`config.mk`:
```
export PLATFORM = sky130hd
export DESIGN_NAME = link_slot_arbiter
export DESIGN_NICKNAME = d
export VERILOG_FILES = /design/src/rtl/link_arb_pkg.sv /design/src/rtl/link_credit_ctr.sv /design/src/rtl/link_req_qual.sv /design/src/rtl/link_slot_arbiter.sv
export SDC_FILE = /design/constraint.sdc
export NUM_CORES = 1
export LEC_CHECK = 0
export ABC_CLOCK_PERIOD_IN_PS = 3500
export BUFFER_PORTS_ARGS = -buffer_cell sky130_fd_sc_hd__buf_2
export CAP_MARGIN = 15
export CORE_ASPECT_RATIO = 0.75
export CORE_UTILIZATION = 44
export DETAILED_ROUTE_END_ITERATION = 12
export PLACE_DENSITY_LB_ADDON = 0.2
export SLEW_MARGIN = 0
export SYNTH_ARGS = -nofsm -noshare
export SYNTH_HDL_FRONTEND = slang
export SYNTH_SLANG_ARGS = --single-unit
```
`constraint.sdc`:
```
create_clock -name clk -period 3.5 [get_ports clk]
set_input_delay 0.35 -clock clk [delete_from_list [all_inputs] [get_ports clk]]
set_output_delay 0.35 -clock clk [all_outputs]
set_load 0.1 [all_outputs]
```
`src/rtl/link_arb_pkg.sv`:
```
// Package: kind codes and classification helpers shared by the link arbiter.
// Assumes the kind field is the 3-bit class portion of the transmission type.
package link_arb_pkg;

    localparam int KIND_W = 3;

    typedef enum logic [KIND_W-1:0] {
        K_ILL_LO  = 3'd0,
        K_READ    = 3'd1,
        K_WRITE   = 3'd2,
        K_MODIFY  = 3'd3,
        K_RDATA   = 3'd4,
        K_ERRDATA = 3'd5,
        K_ERR     = 3'd6,
        K_ILL_HI  = 3'd7
    } link_kind_e;

    // Responses travel without any credit.
    function automatic logic kind_is_resp(input logic [KIND_W-1:0] k);
        return (k == K_RDATA) || (k == K_ERRDATA) || (k == K_ERR);
    endfunction

    // Commands drawing on the read/modify buffer pool.
    function automatic logic kind_uses_rm(input logic [KIND_W-1:0] k);
        return (k == K_READ) || (k == K_MODIFY);
    endfunction

    // Commands drawing on the write buffer pool.
    function automatic logic kind_uses_wr(input logic [KIND_W-1:0] k);
        return (k == K_WRITE);
    endfunction

endpackage

```
`src/rtl/link_credit_ctr.sv`:
```
// Saturating credit counter for one buffer pool of one peer.
// Clear has priority. Otherwise the count adds one per return strobe, capped
// at the maximum, and subtracts one per consumed credit. The caller must
// never assert dec while the count is zero.
module link_credit_ctr #(
    parameter int CNT_W = 3
) (
    input  logic             clk,
    input  logic             rst_n,
    input  logic             inc,
    input  logic             dec,
    input  logic             clr,
    output logic [CNT_W-1:0] cnt
);
    localparam logic [CNT_W-1:0] CNT_MAX = {CNT_W{1'b1}};

    // Track the credit count with saturation and clear override.
    always_ff @(posedge clk) begin
        if (!rst_n) begin
            cnt <= '0;
        end else if (clr) begin
            cnt <= '0;
        end else if (inc && !dec) begin
            if (cnt != CNT_MAX) cnt <= cnt + 1'b1;
        end else if (dec && !inc) begin
            cnt <= cnt - 1'b1;
        end
    end

    // a consumer is never granted against an empty pool
    a_r7_no_underflow: assert property (@(posedge clk) disable iff (!rst_n)
        dec |-> (cnt != '0));

    // a full pool stays full under further returns
    a_r8_saturate: assert property (@(posedge clk) disable iff (!rst_n)
        ($past(cnt) == CNT_MAX && $past(inc) && !$past(dec) && !$past(clr) && $past(rst_n))
        |-> (cnt == CNT_MAX));

    // clear always lands at zero
    a_r9_clear_zero: assert property (@(posedge clk) disable iff (!rst_n)
        $past(clr) |-> (cnt == '0));

endmodule

```
`src/rtl/link_req_qual.sv`:
```
// Request qualifier for one side: decides whether this side's request may use
// the coming slot, given its peer credits and the interlock state.
// Assumes the kind code is stable for the slot being arbitrated.
module link_req_qual
    import link_arb_pkg::*;
#(
    parameter int CNT_W = 3
) (
    input  logic              req,
    input  logic [KIND_W-1:0] kind,
    input  logic [CNT_W-1:0]  cred_rm,
    input  logic [CNT_W-1:0]  cred_wr,
    input  logic              lock_held,
    input  logic              lock_mine,
    output logic              elig,
    output logic              take_rm,
    output logic              take_wr,
    output logic              is_modify,
    output logic              is_write
);
    logic rm_ok;
    logic wr_ok;
    logic lock_ok;

    // Classify the request and check its credit and interlock conditions.
    always_comb begin
        is_modify = (kind == K_MODIFY);
        is_write  = (kind == K_WRITE);
        lock_ok   = !is_modify || !lock_held || lock_mine;
        rm_ok     = kind_uses_rm(kind) && (cred_rm != '0) && lock_ok;
        wr_ok     = kind_uses_wr(kind) && (cred_wr != '0);
        elig      = req && (kind_is_resp(kind) || rm_ok || wr_ok);
        take_rm   = req && rm_ok;
        take_wr   = req && wr_ok;
    end

endmodule

```
`src/rtl/link_slot_arbiter.sv`:
```
// Two-port link slot arbiter. Side 0 (module) has strict priority, and side 1
// (adapter) takes any slot side 0 leaves. Grants are registered: a request
// presented before edge k yields a grant that is visible after edge k. The
// credit pools and the interlock change on that same edge.
// Assumes each side holds its request until it sees the grant.
module link_slot_arbiter
    import link_arb_pkg::*;
#(
    parameter int CNT_W = 3
) (
    input  logic              clk,
    input  logic              rst_n,
    input  logic              mod_req,
    input  logic [KIND_W-1:0] mod_kind,
    input  logic              adp_req,
    input  logic [KIND_W-1:0] adp_kind,
    input  logic              adp_free_rm,
    input  logic              adp_free_wr,
    input  logic              adp_credit_clr,
    input  logic              mod_free_rm,
    input  logic              mod_free_wr,
    input  logic              mod_credit_clr,
    output logic              mod_grant,
    output logic              adp_grant,
    output logic [CNT_W-1:0]  mod_cred_rm,
    output logic [CNT_W-1:0]  mod_cred_wr,
    output logic [CNT_W-1:0]  adp_cred_rm,
    output logic [CNT_W-1:0]  adp_cred_wr,
    output logic              lock_held,
    output logic              lock_by_adp
);
    localparam int NSIDE = 2;
    localparam int NPOOL = 2;   // pool 0: read/modify, pool 1: write

    logic              s_req   [NSIDE];
    logic [KIND_W-1:0] s_kind  [NSIDE];
    logic              s_clr   [NSIDE];
    logic              s_inc   [NSIDE][NPOOL];
    logic              s_dec   [NSIDE][NPOOL];
    logic [CNT_W-1:0]  s_cred  [NSIDE][NPOOL];
    logic              s_take  [NSIDE][NPOOL];
    logic              s_elig  [NSIDE];
    logic              s_mod   [NSIDE];
    logic              s_wr    [NSIDE];
    logic              s_mine  [NSIDE];
    logic              s_win   [NSIDE];
    logic              lock_q;
    logic              owner_q;

    // Map the port-level signals onto per-side arrays. Each side's credits
    // are returned or cleared by its peer.
    always_comb begin
        s_req[0]    = mod_req;
        s_kind[0]   = mod_kind;
        s_req[1]    = adp_req;
        s_kind[1]   = adp_kind;
        s_clr[0]    = adp_credit_clr;
        s_clr[1]    = mod_credit_clr;
        s_inc[0][0] = adp_free_rm;
        s_inc[0][1] = adp_free_wr;
        s_inc[1][0] = mod_free_rm;
        s_inc[1][1] = mod_free_wr;
    end

    generate
        for (genvar s = 0; s < NSIDE; s++) begin : g_side
            assign s_mine[s] = lock_q && (owner_q == s[0]);

            link_req_qual #(.CNT_W(CNT_W)) u_qual (
                .req       (s_req[s]),
                .kind      (s_kind[s]),
                .cred_rm   (s_cred[s][0]),
                .cred_wr   (s_cred[s][1]),
                .lock_held (lock_q),
                .lock_mine (s_mine[s]),
                .elig      (s_elig[s]),
                .take_rm   (s_take[s][0]),
                .take_wr   (s_take[s][1]),
                .is_modify (s_mod[s]),
                .is_write  (s_wr[s])
            );

            for (genvar p = 0; p < NPOOL; p++) begin : g_pool
                assign s_dec[s][p] = s_win[s] && s_take[s][p];

                link_credit_ctr #(.CNT_W(CNT_W)) u_ctr (
                    .clk   (clk),
                    .rst_n (rst_n),
                    .inc   (s_inc[s][p]),
                    .dec   (s_dec[s][p]),
                    .clr   (s_clr[s]),
                    .cnt   (s_cred[s][p])
                );
            end
        end
    endgenerate

    // Strict priority: side 0 wins when eligible, side 1 takes the rest.
    always_comb begin
        s_win[0] = s_elig[0];
        s_win[1] = s_elig[1] && !s_elig[0];
    end

    // Register the slot grants.
    always_ff @(posedge clk) begin
        if (!rst_n) begin
            mod_grant <= 1'b0;
            adp_grant <= 1'b0;
        end else begin
            mod_grant <= s_win[0];
            adp_grant <= s_win[1];
        end
    end

    // Open the interlock on a granted modify; the owner's granted write closes it.
    always_ff @(posedge clk) begin
        if (!rst_n) begin
            lock_q  <= 1'b0;
            owner_q <= 1'b0;
        end else if (s_win[0] && s_mod[0]) begin
            lock_q  <= 1'b1;
            owner_q <= 1'b0;
        end else if (s_win[1] && s_mod[1]) begin
            lock_q  <= 1'b1;
            owner_q <= 1'b1;
        end else if (lock_q && s_win[owner_q] && s_wr[owner_q]) begin
            lock_q  <= 1'b0;
        end
    end

    assign lock_held   = lock_q;
    assign lock_by_adp = owner_q && lock_q;
    assign mod_cred_rm = s_cred[0][0];
    assign mod_cred_wr = s_cred[0][1];
    assign adp_cred_rm = s_cred[1][0];
    assign adp_cred_wr = s_cred[1][1];

    // never two owners of one slot
    a_r4_single_grant: assert property (@(posedge clk) disable iff (!rst_n)
        $onehot0({mod_grant, adp_grant}));

    // a pending module response always beats the adapter
    a_r4_mod_priority: assert property (@(posedge clk) disable iff (!rst_n)
        ($past(rst_n) && $past(mod_req) && kind_is_resp($past(mod_kind))) |-> !adp_grant);

    // illegal kinds and idle requesters are never granted
    a_r6_no_illegal: assert property (@(posedge clk) disable iff (!rst_n)
        mod_grant |-> ($past(mod_req) && $past(mod_kind) != K_ILL_LO && $past(mod_kind) != K_ILL_HI));

    // a module write is granted only against a nonzero write pool
    a_r3_credit_gate: assert property (@(posedge clk) disable iff (!rst_n)
        (mod_grant && $past(mod_kind) == K_WRITE) |-> ($past(mod_cred_wr) != '0));

    // a granted module modify leaves the lock held by the module
    a_r10_lock_take: assert property (@(posedge clk) disable iff (!rst_n)
        (mod_grant && $past(mod_kind) == K_MODIFY) |-> (lock_held && !lock_by_adp));

    // the adapter cannot modify through a module-owned lock
    a_r10_lock_excl: assert property (@(posedge clk) disable iff (!rst_n)
        (adp_grant && $past(adp_kind) == K_MODIFY) |-> !($past(lock_held) && !$past(lock_by_adp)));

endmodule

```
==> results of run 1 <==
[metrics by stage]
stage,total power [mW],cells,area (sq um),utilization (%)
final,0.499,233,1540,52.4
after global routing,0.525,233,1540,52.4
after CTS,0.503,233,1540,52.4
after detailed placement,0.365,230,1500,51.0
after global placement,0.361,230,1500,51.0
after floorplan,0.330,172,1350,-
[sequential cells by signal (all words and copies together), names as in the netlist]
name,count
owner_q,1
mod_grant,1
lock_held,1
g_side.g_pool.u_ctr.cnt,12
adp_grant,1
[cells by family (layout without fill, tap and decap cells)]
group                    Yosys count  in the layout  synth area share (%)
XOR/XNOR                           3              3                  1.95
adder cells (fa/ha/maj)            4              4                  5.93
flip-flops                        16             16                  23.7
AND/OR/NAND/NOR                   86             86                  37.1
AO/OA/AOI/OAI                     44             44                  23.3
multiplexers                       3              3                  2.50
buffers and inverters             16             39                  5.56
[layout make-up]
| cell class | count | area [sq um] |
|---|---|---|
| inverters | 5 | 18.8 |
| well taps | 38 | 47.5 |
| clock buffers | 3 | 41.3 |
| repair buffers | 31 | 155 |
| flip-flops and latches | 16 | 320 |
| multi-input cells | 140 | 955 |
| fillers | 292 | 1400 |
[worst min-delay path, delay by kind of cell]
kind | cells | cell delay (ps)
AO/OA/AOI/OAI | 2 | 130
buffers and inverters | 2 | 110
[layout by cell type, fill, tap and decap left out, types with 3 or more instances in the layout]
cell type / n
o21ai_0: 8
nand3_1: 10
dfxtp_1: 16
nand2_1: 22
buf_2: 31
o211ai_1: 3
and3b_1: 3
inv_1: 5
nand2b_1: 3
nor2_1: 17
fa_1: 4
nor3_1: 9
a31oi_1: 4
clkbuf_8: 3
a21oi_1: 10
[worst min-delay path by stage]
stage	start	to	slack [ps]	depth (start not counted)
3_5_place_dp	owner_q	owner_q	520	2
2_1_floorplan	owner_q	owner_q	480	2
6_report	mod_credit_clr	g_side[1].g_pool[1].u_ctr.cnt[1]	400	4
4_1_cts	mod_credit_clr	g_side[1].g_pool[1].u_ctr.cnt[1]	390	4
3_3_place_gp	owner_q	owner_q	520	2
5_1_grt	mod_credit_clr	g_side[1].g_pool[1].u_ctr.cnt[1]	410	4
[where the power goes]
| group | total, mW | leakage, nW | internal, mW | switching (mW) |
|---|---|---|---|---|
| Sequential | 0.203 | 0.130 | 0.189 | 0.0138 |
| Clock | 0.138 | 0.0216 | 0.0762 | 0.0616 |
| Combinational | 0.158 | 0.490 | 0.0484 | 0.110 |
[layer usage]
metal  vias up  part of all wire, %
met3         2                  4.0
met1       625                   53
met5         -                    0
li1        686                    -
met4         0                 0.55
met2        33                   43
==> summary.md, run 1 <==
| Metric | Value |
|---|---|
| Synthesized net count | between 150 and 200 |
| Worst path slowest cell | or4b_1 |
| TNS Setup | 0 ps |
| Worst hold slack | ~400 ps |
| DP HPWL | 2.41 mm |
| Root Driver | clkbuf_8 |
| Crit path capture type | flip-flop |
| Layout area overhead | 13.9% |
| Post-cts resize count | 0 |
| Worst-Skew Late Latency | ~250 ps |
| Number of global-route vias before repair | ~1200 |
| CP cell instances | nor3_1 > or4b_1 > nand3_4 > nand2b_4 > nand2_1 > fa_1 > nor4_1 > a211oi_1 > a211oi_2 |
| Seq cells post-synth | 16 |
| Leak | 0.642 nW |
| Die Wd | 66.0 um |
| CTS Hold Bufs | 0 |
| Max clock buf depth | 2 |
| Relative slew slack | about 67% |
| CTS tree | done |
| CTS clock-pin slew for the worst setup and hold paths | 60 ps |
| GR Layer Usage met1 | 33.1% |
| Max-cap violations | 0 |
| CTS Buf Count | 3 |
| Worst r2r dst | g_side[1].g_pool[1].u_ctr.cnt[2] |
| Final WL | 3.07 mm |
| Final worst slack | 688 ps |
| Final nets | 217 |
| Levels on crit path | 9 |
| Worst Tran Pin Value | 492 ps |
| Die Span Y | 50.0 um |
| Critical Path Source Type | flip-flop |
| Starting Density | 46.0% |
| PwrDens | 325 nW/um^2 |
| Hold Fails Final Rpt | 0 |
| Synth area leaders | dfxtp_1, nand2_1, fa_1, nor2_1, a21oi_1 |
| Sequential fraction of the synthesis area | 23.7% |
| Crit. Startpoint | g_side[0].g_pool[0].u_ctr.cnt[0] |
| Antenna viol nets, final | 0 |
| Worst Skew | 1.90 ps |
| Post-CTS setup-driven buffer insertion count | 0 |
| Fmax | 356 MHz |
| Synth top area share | a little under a quarter |
| Total track usage | 21.8% |
| Required time worst endpoint | 3670 ps |
| DR vias | 1346 |
| R2R setup slack | between 600 and 700 ps |
| First drt pass iteration count | 4 |
| Port Buf Inserts | 31 |
| Synth async-reset ratio | 0% |
| Worst vdd ir | 0.164 mV |
| Mapped Area | 1350 sq um |
| Diode count | 0 |
| Std-Cell Rows | 17 |
| Max Slew Vio Count | 0 |
| DR iter-0 viols | 98 |
| Worst Hold Class | primary input to flip-flop |
| Max incr delay on CP | 660 ps |
| Netlist cell types | 52 |
| DRC errors left | 0 |
| Arrival time worst endpoint | 2980 ps |
| Layout cells sized above 1 | 22.6% |
| RSZ-0062 raised after global routing | false |
| Cell with the most instances after synthesis | nand2_1 |
| CP bufs+invs | 0 |
| IO Count | 32 |
| First-pass GRT wire length | 5.49 mm |
| Worst Setup Path Type | flip-flop to flip-flop |
| Post-synth EDFFs | 0 |
| Syn. warnings | 0 |
| CP Max Fanout | 11 |
| Outcome | finished clean |
| Pre-CTS WS | just under 700 ps |
| Largest net degree at the start of global routing | 15 |
| CTS sink count | 16 |
| Die ar. | roughly 3300 sq um |
| Final Cycle Share | 80.3% |
| Most used routing layer | met1 |
| GR Util met2 | a little under a third |
| Worst-case reg-to-reg path depth | 9 |
| Synth area leader | dfxtp_1 |
| Critical path's top delay family | simple AND/OR/NAND/NOR gates |
| GRT Residual Overflow | 0 |
| Mean Syn Cell Area | 7.85 sq um |
| Core area | 2940 sq um |
| Grt met3 use | 4.86% |
| Initial antenna violation count | 0 |
| Worst setup path end | g_side[1].g_pool[1].u_ctr.cnt[2] |
| H-Tree Depth | 1 |
| Worst r2r src | g_side[0].g_pool[0].u_ctr.cnt[0] |
| Endpoints failing setup | 0 |
| Post-synth top flop | dfxtp_1 |
| Vias per cell | roughly 5.8 |
| Synth cell count leaders | nand2_1, nor2_1, dfxtp_1, a21oi_1, nand3_1 |
| Tmin final | 2810 ps |
| Wire per inst | 13.2 um |
| Mapped Cells | ~170 |
| Gp weighted congestion | 0.872 |
(Power assumes the default switching activity.)
==> run 2, diff against run 1 <==
ABC_AREA = 1   (was default)
ABC_CLOCK_PERIOD_IN_PS = 2600   (was 3500)
clock period = 2.6 ns   (was 3.5 ns; I/O delays follow)
==> run 2 against run 1 <==
Against the previous run: global-route usage fell by 1.5 points; first-iteration DRC count decreased by 41%; critical path depth grew 4; synthesized cell count fell by 4.7%; register-to-register slack worse by 80 ps; clock skew increased by 4.0 ps; setup slack lost 85 ps; critical path type unchanged; critical endpoint is now g_side[1].g_pool[0].u_ctr.cnt[2]; largest cell class unchanged.
==> summary.md, run 2 <==
| Metric | Value |
|---|---|
| Mapped Cells | 164 (-4.7%) |
| Critical Path Source Type | flip-flop |
| CTS Hold Bufs | 0 (unchanged) |
| Outcome | finished clean |
| Synth async-reset ratio | 0% (unchanged) |
| Max clock buf depth | 2 (unchanged) |
| Synth Area in Adders | 7.22% (+1.3 points) |
| Number of global-route vias before repair | 987 (-18%) |
| CTS tree | done |
| Synth area leader | dfxtp_1 |
| IO Count | 32 (unchanged) |
| Antenna viol nets, final | 0 (unchanged) |
| Worst Tran Pin Value | 484 ps (-8.11 ps) |
| Synth cell count leaders | nor2_1, nand2_1, inv_1, dfxtp_1, nand3_1 |
| Synth top area share | 28.9% (+5.2 points) |
| Mux contribution to synthesized area | 0% (-2.5 points) |
| TNS Setup | 0 ps (unchanged) |
| Worst hold path depth | 3 (-1) |
| Synthesized net count | 184 (-4.2%) |
| Layout cells sized above 1 | 28.8% (+6.2 points) |
| PwrDens | 441 nW/um^2 (+36%) |
| Max-cap violations | 0 (unchanged) |
| Die Span Y | 45.5 um (-9.0%) |
| Top Layer Used | met4 |
| Post-synth top flop | dfxtp_1 |
| Worst vdd ir | 0.276 mV (+68%) |
| Arrival time worst endpoint | 2190 ps (-790 ps) |
| Max Slew Vio Count | 0 (unchanged) |
| Worst Skew | 5.87 ps (+3.97 ps) |
| Wire per inst | 10.8 um (-18%) |
| DR iter-0 viols | 58 (-41%) |
| DP HPWL | 2.09 mm (-13%) |
| Top reg by flops | g_side.g_pool.u_ctr.cnt |
| Port Buf Inserts | 31 (unchanged) |
| Simple-gate share of the synthesized area | 42.1% (+5.0 points) |
| Final WL | 2.50 mm (-19%) |
| Final Cycle Share | 76.8% (-3.5 points) |
| Met2 routed wirelength | 1.14 mm (-13%) |
| Fmax | 501 MHz (+41%) |
| H-Tree Depth | 1 (unchanged) |
| Tmin final | 2000 ps (-815 ps) |
| Mean Syn Cell Area | 6.76 sq um (-14%) |
| Most common cell after layout, fill and taps aside | buf_2 |
| CTS clock-pin slew for the worst setup and hold paths | 90 ps (+30 ps) |
| Pwr Total | 0.589 mW (+18%) |
| Post-synth EDFFs | 0 (unchanged) |
| Met3 Wirelength | 113 um (-8.9%) |
| Diode count | 0 (unchanged) |
| Core area | 2350 sq um (-20%) |
| Endpoints failing setup | 0 (unchanged) |
| Relative slew slack | 68.0% (+0.54 points) |
| Layout area overhead | 20.3% |
| Worst-case reg-to-reg path depth | 13 (+4) |
| Leak | 0.654 nW (+1.9%) |
| GRT Residual Overflow | 0 (unchanged) |
| Compound-Gate Fraction of Synth Area | 12.6% (-11 points) |
| Starting Density | 47.3% (+1.3 points) |
| DR vias | 1109 (-18%) |
| Register Area | 322 sq um (+0.39%) |
| Largest family of logic cells by synthesized area | simple AND/OR/NAND/NOR gates |
| Multi-input gate area | 687 sq um (-28%) |
| Fill cells | 233 (-20%) |
| Synth area leaders | dfxtp_1, nor2_1, nand2_1, inv_1, fa_1 |
| First-pass GRT wire length | 4.05 mm (-26%) |
| Netlist cell types | 23 (-56%) |
| M1 WL | 1.21 mm (-25%) |
| Worst Hold Class | primary input to flip-flop |
| DRC errors left | 0 (unchanged) |
| Most frequent cells in the layout | buf_2, nor2_1, nand2_1 |
| Worst Setup Path Type | flip-flop to flip-flop |
| Sequential fraction of the synthesis area | 28.9% (+5.2 points) |
| Initial antenna violation count | 0 (unchanged) |
| Std-Cell Rows | 15 (-2) |
| Hold Fails Final Rpt | 0 (unchanged) |
| Cell with the most instances after synthesis | nor2_1 |
| Worst-Skew Late Latency | 290 ps (+40 ps) |
| Gp weighted congestion | 0.810 (-7.1%) |
| CTS Buf Count | 3 (unchanged) |
| First drt pass iteration count | 4 (unchanged) |
| Die ar. | 2730 sq um (-17%) |
| Syn. warnings | 0 (unchanged) |
| CTS sink count | 16 (unchanged) |
| Required time worst endpoint | 2790 ps (-880 ps) |
| CP Max Fanout | 5 (-6) |
| Post-CTS setup-driven buffer insertion count | 0 (unchanged) |
| XOR/XNOR share of the synthesized area | 0% (-1.9 points) |
| Die Wd | 60.0 um (-9.1%) |
| Root Driver | clkbuf_4 |
| Total track usage | 20.3% (-1.5 points) |
| Final nets | 220 (+1.4%) |
| Post-cts resize count | 0 (unchanged) |
| Max reg flops | 12 (unchanged) |
| Mapped Area | 1110 sq um (-18%) |
| Vias per cell | 4.78 (-17%) |
| Crit path capture type | flip-flop |
| Largest net degree at the start of global routing | 9 (-6) |
| Seq cells post-synth | 16 (unchanged) |
| RSZ-0062 raised after global routing | false |
run 2: per-stage QoR:
step           setup WS (ps)  hold slack (ps)  util, %  cells  cell area [sq um]
3_3_place_gp             708              498     55.9    229               1310
4_1_cts                  603              207     56.9    232               1330
3_5_place_dp             617              502     55.9    229               1310
5_1_grt                  466              215     56.9    232               1330
2_1_floorplan           66.1              399        -    164               1110
6_report                 603              210     56.9    232               1330
run 2: worst paths after layout:
| kind | startpoint | to | slack, ps |
|---|---|---|---|
| worst max-delay path | g_side[0].g_pool[1].u_ctr.cnt[0] | g_side[1].g_pool[0].u_ctr.cnt[2] | 600 |
| worst min register to register | g_side[0].g_pool[1].u_ctr.cnt[2] | g_side[0].g_pool[1].u_ctr.cnt[2] | 510 |
| worst min-delay path | rst_n | owner_q | 210 |
| worst max register to register | g_side[0].g_pool[1].u_ctr.cnt[0] | g_side[1].g_pool[0].u_ctr.cnt[2] | 600 |
run 2: final cells by class:
type | instances | share of cell area [%]
Timing Repair Buffer | 31 | 11.6
Inverter | 27 | 7.88
Clock buffer | 3 | 1.69
Sequential cell | 16 | 24.1
Tap cell | 34 | 3.19
Multi-Input combinational cell | 121 | 51.5
run 2: where the power goes:
part | total (mW) | switching (mW) | internal (mW)
sequential | 0.269 | 0.0129 | 0.256
clock | 0.131 | 0.0775 | 0.0539
combinational | 0.189 | 0.142 | 0.0463
run 2: kinds of logic (layout without fill, tap and decap cells):
logic type	Yosys count	count (layout)
AND/OR/NAND/NOR	93	93
buffers and inverters	27	61
AO/OA/AOI/OAI	24	24
flip-flops	16	16
adder cells (fa/ha/maj)	4	4
run 2: per-layer routing:
metal  GRT usage, %  up-vias
met1           24.7      481
met4           7.44        0
met5              0        -
li1               -      598
met2           34.0       26
met3           6.25        4
run 2: worst max-delay path, stage by stage (launching register included):
cell and delay (ps):
dfxtp_1 440, inv_1 90, nand3_1 140, nand2_2 90, nand2_2 90, nand2_1 90
nand4_2 120, nand2_1 80, fa_1 380, nand2_1 80, nand3b_1 120, nand3_1 80
nand2_1 60, nor2_1 40
